File: src/rtl/win_wdg_pkg.sv
`timescale 1ns/1ps
// Package: shared widths, register offsets and field positions of the
// window watchdog. Assumes a fixed 7-bit counter with its top bit as threshold.
package win_wdg_pkg;
    localparam int CNT_W  = 7;
    localparam int TB_W   = 3;
    localparam int ADDR_W = 4;
    localparam int DATA_W = 32;

    localparam logic [ADDR_W-1:0] ADDR_CTRL = 4'h0;
    localparam logic [ADDR_W-1:0] ADDR_CFG  = 4'h4;
    localparam logic [ADDR_W-1:0] ADDR_STAT = 4'h8;

    localparam int CTRL_ARM_BIT  = 7;
    localparam int CFG_EWI_BIT   = 9;
    localparam int CFG_TB_LSB    = 11;
    localparam int STAT_FLAG_BIT = 0;

    localparam logic [CNT_W-1:0] CNT_INIT  = '1;
    localparam logic [CNT_W-1:0] CNT_THRESH = CNT_W'(1 << (CNT_W - 1));
    localparam logic [CNT_W-1:0] CNT_WARN_PRE = CNT_W'((1 << (CNT_W - 1)) + 1);

    typedef struct packed {
        logic [TB_W-1:0]  tb_sel;
        logic             ewi_en;
        logic [CNT_W-1:0] window;
    } wdg_cfg_t;
endpackage

File: src/rtl/win_wdg_prescaler.sv
`timescale 1ns/1ps
// Prescaler: a base divider of BASE_DIV cycles followed by a power-of-two
// stage picked by tb_sel. Emits a one-cycle tick on each counter step.
// Assumes BASE_DIV >= 2. restart realigns both stages and reloads tb_sel;
// otherwise tb_sel is sampled at every base boundary.
module win_wdg_prescaler #(
    parameter int BASE_DIV = 4096,
    parameter int TB_W     = 3
) (
    input  logic            clk,
    input  logic            rst_n,
    input  logic            soft_clr,
    input  logic            restart,
    input  logic [TB_W-1:0] tb_sel,
    output logic            tick
);
    localparam int BASE_W = (BASE_DIV > 1) ? $clog2(BASE_DIV) : 1;
    localparam int PRE_W  = (1 << TB_W) - 1;
    localparam logic [BASE_W-1:0] BASE_LAST = BASE_W'(BASE_DIV - 1);

    logic [BASE_W-1:0] base_cnt;
    logic [PRE_W-1:0]  pre_cnt;
    logic [TB_W-1:0]   tb_eff;
    logic [PRE_W-1:0]  pre_mask;
    logic              base_wrap;

    // Mask of the low pre_cnt bits that must all be ones for a step.
    always_comb begin
        for (int i = 0; i < PRE_W; i++) begin
            pre_mask[i] = (i < int'(tb_eff));
        end
    end

    // Step tick: end of a base period with the selected power-of-two phase.
    always_comb begin
        base_wrap = (base_cnt == BASE_LAST);
        tick      = base_wrap && ((pre_cnt & pre_mask) == pre_mask);
    end

    // Divider state: cleared on reset, realigned on restart, else counts.
    always_ff @(posedge clk) begin
        if (!rst_n || soft_clr) begin
            base_cnt <= '0;
            pre_cnt  <= '0;
            tb_eff   <= '0;
        end else if (restart) begin
            base_cnt <= '0;
            pre_cnt  <= '0;
            tb_eff   <= tb_sel;
        end else if (base_wrap) begin
            base_cnt <= '0;
            pre_cnt  <= pre_cnt + 1'b1;
            tb_eff   <= tb_sel;
        end else begin
            base_cnt <= base_cnt + 1'b1;
        end
    end

    // Two counter steps never fall on adjacent cycles.
    assert_tick_spacing_R2: assert property (@(posedge clk) disable iff (!rst_n)
        tick |=> !tick);
endmodule

File: src/rtl/win_wdg_counter.sv
`timescale 1ns/1ps
// Counter core: the 7-bit down-counter, the sticky arm bit and the three
// violation checks (underflow past the threshold, early reload above the window,
// reload below the threshold). Registers the one-cycle reset request.
// Assumes soft_clr is driven from rst_req by the parent.
module win_wdg_counter
    import win_wdg_pkg::*;
(
    input  logic             clk,
    input  logic             rst_n,
    input  logic             soft_clr,
    input  logic             tick,
    input  logic             ctrl_we,
    input  logic [CNT_W-1:0] wr_cnt,
    input  logic             wr_arm,
    input  logic [CNT_W-1:0] window,
    output logic [CNT_W-1:0] cnt,
    output logic             armed,
    output logic             rst_req
);
    logic early_reload;
    logic low_reload;
    logic underflow;
    logic violation;

    // Violation decode for the current cycle.
    always_comb begin
        early_reload = ctrl_we && armed && (cnt > window);
        low_reload   = ctrl_we && (armed || wr_arm) && !wr_cnt[CNT_W-1];
        underflow    = !ctrl_we && armed && tick && (cnt == CNT_THRESH);
        violation    = early_reload || low_reload || underflow;
    end

    // Count and arm state: reload on write, else step down and saturate at zero.
    always_ff @(posedge clk) begin
        if (!rst_n || soft_clr) begin
            cnt   <= CNT_INIT;
            armed <= 1'b0;
        end else if (ctrl_we) begin
            cnt   <= wr_cnt;
            armed <= armed | wr_arm;
        end else if (tick && (cnt != '0)) begin
            cnt   <= cnt - 1'b1;
        end
    end

    // Reset request: one registered cycle per detected violation.
    always_ff @(posedge clk) begin
        if (!rst_n || soft_clr) begin
            rst_req <= 1'b0;
        end else begin
            rst_req <= violation;
        end
    end

    assert_count_never_rises_R2: assert property (@(posedge clk) disable iff (!rst_n)
        (!ctrl_we && !soft_clr) |=> (cnt <= $past(cnt)));

    assert_arm_sticky_R3: assert property (@(posedge clk) disable iff (!rst_n)
        (armed && !soft_clr) |=> armed);

    assert_single_pulse_R7: assert property (@(posedge clk) disable iff (!rst_n)
        rst_req |=> !rst_req);

    assert_state_after_pulse_R7: assert property (@(posedge clk) disable iff (!rst_n)
        rst_req |=> (cnt == CNT_INIT && !armed));
endmodule

File: src/rtl/win_wdg_regs.sv
`timescale 1ns/1ps
// Register file: the configuration register (window, prescaler select,
// sticky interrupt enable), the early-warning flag, the interrupt output
// and the combinational read mux. Assumes one-cycle write strobes.
module win_wdg_regs
    import win_wdg_pkg::*;
(
    input  logic              clk,
    input  logic              rst_n,
    input  logic              soft_clr,
    input  logic              reg_we,
    input  logic [ADDR_W-1:0] reg_addr,
    input  logic [DATA_W-1:0] reg_wdata,
    input  logic              tick,
    input  logic [CNT_W-1:0]  cnt,
    input  logic              armed,
    output wdg_cfg_t          cfg,
    output logic              warn_flag,
    output logic              irq,
    output logic [DATA_W-1:0] reg_rdata
);
    logic cfg_wr;
    logic stat_wr;
    logic ctrl_wr;
    logic flag_set;
    logic flag_clr;
    logic unused_wdata;

    // Write decode and flag events.
    always_comb begin
        ctrl_wr  = reg_we && (reg_addr == ADDR_CTRL);
        cfg_wr   = reg_we && (reg_addr == ADDR_CFG);
        stat_wr  = reg_we && (reg_addr == ADDR_STAT);
        flag_set = tick && !ctrl_wr && (cnt == CNT_WARN_PRE);
        flag_clr = stat_wr && !reg_wdata[STAT_FLAG_BIT];
        unused_wdata = ^{reg_wdata[DATA_W-1:CFG_TB_LSB+TB_W], reg_wdata[CFG_EWI_BIT+1],
                         reg_wdata[CFG_EWI_BIT-1]};
    end

    // Configuration: window and select overwrite, interrupt enable only sets.
    always_ff @(posedge clk) begin
        if (!rst_n || soft_clr) begin
            cfg.window <= CNT_INIT;
            cfg.tb_sel <= '0;
            cfg.ewi_en <= 1'b0;
        end else if (cfg_wr) begin
            cfg.window <= reg_wdata[CNT_W-1:0];
            cfg.tb_sel <= reg_wdata[CFG_TB_LSB +: TB_W];
            cfg.ewi_en <= cfg.ewi_en | reg_wdata[CFG_EWI_BIT];
        end
    end

    // Early-warning flag: set by the 0x41 to 0x40 step, cleared by writing 0.
    always_ff @(posedge clk) begin
        if (!rst_n || soft_clr) begin
            warn_flag <= 1'b0;
        end else if (flag_set) begin
            warn_flag <= 1'b1;
        end else if (flag_clr) begin
            warn_flag <= 1'b0;
        end
    end

    // Interrupt line follows the enabled flag.
    assign irq = warn_flag && cfg.ewi_en;

    // Read mux: unmapped offsets and unused bits return zero.
    always_comb begin
        reg_rdata = '0;
        unique case (reg_addr)
            ADDR_CTRL: begin
                reg_rdata[CNT_W-1:0]    = cnt;
                reg_rdata[CTRL_ARM_BIT] = armed;
            end
            ADDR_CFG: begin
                reg_rdata[CNT_W-1:0]             = cfg.window;
                reg_rdata[CFG_EWI_BIT]           = cfg.ewi_en;
                reg_rdata[CFG_TB_LSB +: TB_W]    = cfg.tb_sel;
            end
            ADDR_STAT: reg_rdata[STAT_FLAG_BIT] = warn_flag;
            default:   reg_rdata = '0;
        endcase
    end

    assert_enable_sticky_R10: assert property (@(posedge clk) disable iff (!rst_n)
        (cfg.ewi_en && !soft_clr) |=> cfg.ewi_en);

    assert_flag_holds_R9: assert property (@(posedge clk) disable iff (!rst_n)
        (warn_flag && !flag_clr && !soft_clr) |=> warn_flag);
endmodule

File: src/rtl/win_watchdog.sv
`timescale 1ns/1ps
// Window watchdog top: wires the prescaler, the counter core and the register
// file. The reset request doubles as a soft clear of all internal state.
// Assumes a single-cycle register port driven synchronously to clk.
module win_watchdog
    import win_wdg_pkg::*;
#(
    parameter int BASE_DIV = 4096
) (
    input  logic              clk,
    input  logic              rst_n,
    input  logic              reg_we,
    input  logic [ADDR_W-1:0] reg_addr,
    input  logic [DATA_W-1:0] reg_wdata,
    output logic [DATA_W-1:0] reg_rdata,
    output logic              wdg_rst_req,
    output logic              wdg_irq
);
    wdg_cfg_t         cfg;
    logic             ctrl_we;
    logic             tick;
    logic [CNT_W-1:0] cnt;
    logic             armed;
    logic             warn_flag;
    logic             soft_clr;

    // Control write decode and self-clear loop.
    assign ctrl_we  = reg_we && (reg_addr == ADDR_CTRL);
    assign soft_clr = wdg_rst_req;

    win_wdg_prescaler #(.BASE_DIV(BASE_DIV), .TB_W(TB_W)) u_presc (
        .clk      (clk),
        .rst_n    (rst_n),
        .soft_clr (soft_clr),
        .restart  (ctrl_we),
        .tb_sel   (cfg.tb_sel),
        .tick     (tick)
    );

    win_wdg_counter u_core (
        .clk      (clk),
        .rst_n    (rst_n),
        .soft_clr (soft_clr),
        .tick     (tick),
        .ctrl_we  (ctrl_we),
        .wr_cnt   (reg_wdata[CNT_W-1:0]),
        .wr_arm   (reg_wdata[CTRL_ARM_BIT]),
        .window   (cfg.window),
        .cnt      (cnt),
        .armed    (armed),
        .rst_req  (wdg_rst_req)
    );

    win_wdg_regs u_regs (
        .clk       (clk),
        .rst_n     (rst_n),
        .soft_clr  (soft_clr),
        .reg_we    (reg_we),
        .reg_addr  (reg_addr),
        .reg_wdata (reg_wdata),
        .tick      (tick),
        .cnt       (cnt),
        .armed     (armed),
        .cfg       (cfg),
        .warn_flag (warn_flag),
        .irq       (wdg_irq),
        .reg_rdata (reg_rdata)
    );

    assert_irq_implies_flag_R10: assert property (@(posedge clk) disable iff (!rst_n)
        wdg_irq |-> warn_flag);
endmodule

File: config.mk
export PLATFORM = sky130hd
export DESIGN_NAME = win_watchdog
export DESIGN_NICKNAME = d
export VERILOG_FILES = /design/src/rtl/win_wdg_pkg.sv /design/src/rtl/win_wdg_prescaler.sv /design/src/rtl/win_wdg_counter.sv /design/src/rtl/win_wdg_regs.sv /design/src/rtl/win_watchdog.sv
export SDC_FILE = /design/constraint.sdc
export NUM_CORES = 1
export LEC_CHECK = 0
export BUFFER_PORTS_ARGS = -buffer_cell sky130_fd_sc_hd__buf_2
export CORE_UTILIZATION = 45
export CTS_CLUSTER_DIAMETER = 50
export CTS_CLUSTER_SIZE = 10
export DETAILED_ROUTE_END_ITERATION = 12
export GPL_TIMING_DRIVEN = 0
export HOLD_SLACK_MARGIN = 0.03
export PLACE_DENSITY = 0.71
export SKIP_CTS_REPAIR_TIMING = 1
export SLEW_MARGIN = 5
export SYNTH_ARGS = -nofsm -noshare
export SYNTH_HDL_FRONTEND = slang
export SYNTH_SLANG_ARGS = --single-unit
File: constraint.sdc
create_clock -name clk -period 2.2 [get_ports clk]
set_input_delay 0.33 -clock clk [delete_from_list [all_inputs] [get_ports clk]]
set_output_delay 0.33 -clock clk [all_outputs]
set_load 0.02 [all_outputs]
==> run metrics <==
Hold WC Path Type=in -> reg; DRT Pass-1 Iters=4; htree depth=2; worst hold endpoint=u_regs.cfg[10]$_SDFFE_PP0P_; Fin. Hold Viols=0; largest net degree at the start of global routing=13; status=complete, no violations; Crit path buffers/inverters=1; Peak VDD IR=0.000247 V; dominant cell type by area after synthesis=dfxtp_1; final core occ=54.1%; CTS tree=yes; setup TNS=0 ps; Reg2Reg Setup Slack=190 ps; Port Buffers=31; Least-Margin Pin Slew=593 ps; nets=423; CP Capture Type=flop; CP delay by family, top=simple AND/OR/NAND/NOR gates; yosys warns=0; WHS Path Cells=3; fin crit period=2010 ps; met2 usage in global routing=30.9%; leak pwr=1.41 nW; via/cell ratio=5.17; Seq pwr share=52.6%; Die W=77.6 µm; Sink Count=43; dominant synthesized flop cell=dfxtp_1; CP arrival=2150 ps; # setup viols final=0; clk_lat worst skew=300 ps; clock buffer depth=2; initial antenna violation count=0; pre-CTS WS=214 ps; Max FO, Critical Path=8; routability cong.=0.868; drt wl/cell=13.0 µm; Yosys top cell area share=33.4%; grt met3 use=3.88%; Initial DRC Count=110; DRC viols=0; Cells after Synth=315; Clk network pwr share=33.2%; commonest non-fill, non-tap cell in the layout=dfxtp_1; Setup Crit Path Kind=reg -> reg; crit path max-delay cell type=a31oi_2; Die Span Y=77.6 µm; RSZ-0062 raised after global routing=false; Max-cap violations=0; busiest grt layer=met2; FF-to-FF path depth=7; R2R Path End=u_core.cnt[3]$_SDFFE_PP1P_; first-pass GRT wire length=9470 µm; clock root buffer=clkbuf_8; power share of the combinational group=14.2%; final setup margin=190 ps; PD cells=527 nW/µm²; Switching Share=27.6%; Post-synth EDFFs=0; CP cell instances=ha_1, and3_2, clkbuf_2, nand4_4, a31oi_2, and2_4, o2111ai_1; GR Layer Usage met1=26.5%; internal power=1.14 mW; DRT Wirelength=5770 µm; slowest cell delay on critical path=380 ps; Setup Skew=5.78 ps; Worst Path Required=2340 ps; Slew HR=60.5%; Worst Hold Launch=reg_wdata[13]; most frequent cells in the layout=dfxtp_1 (43), nor2_1 (38), nand2_1 (35); Tot GR Track Use=19.7%; count of cell types in the netlist=48; Final HPWL DP=4330 µm; vias in the first global route=2033; # diodes=0; Sw Pwr=433 µW; via count=2297; Initial Util=46.8%; fmax=0.498 GHz; number of I/O pins=73; Final ANT Viol Nets=0; Area Growth Syn to Fin=15.7%; Final Max Tran Viols=0; Avg Synthesized Cell Area=8.17 µm²; CTS Buf Count=5; GR Overflow Total=0; Cell Area, Synth=2570 µm²; instance count on the critical path=7; CTS clk-pin slew, worst paths=80 ps; layout cell share with drive strength beyond 1=20.4%; crit share post-route=91.4%; flops & latches, synth=43; Worst setup SP type=flop; # rows=27; top cells by area, synth=dfxtp_1 (33%), buf_4 (6.1%), ha_1 (5.8%); core area=5510 µm²; worst flop-to-flop path startpoint=u_presc.base_cnt[0]$_SDFF_PP0_; sequential area share after synthesis=33.4%; die area=6030 µm²; ys async rst share=0%
## tightest hold or removal path: stages
cell     delay (ps)
buf_2            90
nand2_1          40
a21oi_1          50
## how the worst max path moves through the flow
stage	start	endpoint	slack, ps
5_1_grt	u_presc.base_cnt[0]$_SDFF_PP0_	u_core.cnt[3]$_SDFFE_PP1P_	70
2_1_floorplan	u_presc.base_cnt[0]$_SDFF_PP0_	u_core.cnt[3]$_SDFFE_PP1P_	480
3_3_place_gp	u_presc.base_cnt[0]$_SDFF_PP0_	u_core.cnt[3]$_SDFFE_PP1P_	200
3_5_place_dp	u_presc.base_cnt[0]$_SDFF_PP0_	u_core.cnt[3]$_SDFFE_PP1P_	210
6_report	u_presc.base_cnt[0]$_SDFF_PP0_	u_core.cnt[3]$_SDFFE_PP1P_	190
4_1_cts	u_presc.base_cnt[0]$_SDFF_PP0_	u_core.cnt[3]$_SDFFE_PP1P_	190
## stage by stage
stage	std cells	cell area (µm²)	power [mW]	hold WS [ps]
2_1_floorplan	334	2650	1.00	418
3_3_place_gp	437	2890	1.06	435
3_5_place_dp	437	2890	1.06	445
4_1_cts	444	2980	1.58	254
5_1_grt	444	2980	1.64	247
6_report	444	2980	1.57	259
## per-layer routing
layer,share of wire (%),routed length (µm)
met2,45,2610
met1,50,2860
met4,1.9,111
met3,3.3,192
met5,0,0
## cells by family (layout without fill, tap and decap cells)
kind of cell | after synthesis | count (layout) | synth area share [%]
xor+xnor | 16 | 16 | 5.44
other cells | 1 | 20 | 0.146
flops | 43 | 43 | 33.4
compound gates | 48 | 48 | 13.0
simple gates | 139 | 139 | 28.2
fa+ha+maj | 12 | 12 | 5.83
buf+inv | 48 | 86 | 10.8
mux | 8 | 8 | 3.11
## power by group through the flow
stage,Combinational (mW),Sequential [mW],Clock (mW)
finish,0.223,0.825,0.521
floorplan,0.168,0.834,0
detailed placement,0.218,0.843,0
global placement,0.217,0.843,0
CTS,0.221,0.824,0.533
global route,0.245,0.828,0.563
## flip-flops by register name (all words and copies together) (netlist names)
signal            flops
u_core.cnt            7
u_presc.tb_eff        3
u_presc.pre_cnt       7
u_core.armed          1
u_regs.cfg           11
u_core.rst_req        1
u_regs.warn_flag      1
u_presc.base_cnt     12
## cells in the mapped netlist (8+ instances only)
library cell	instances
xnor2_1	9
a21oi_1	15
inv_1	14
and3_1	9
o21ai_0	8
nor2_1	38
mux2i_1	8
nand2_1	35
buf_4	21
dfxtp_1	43
nand3_1	18
ha_1	12
## layout make-up
type,instances,area (µm²)
Clock buffer,6,82.6
Fill cell,556,2530
Buffer,34,226
Clock inverter,1,5.00
Sequential cell,43,861
Multi-Input combinational cell,243,1510
Timing Repair Buffer,31,155
Inverter,14,52.6
Tap cell,72,90.1
Power figures use the tool's default switching activity.
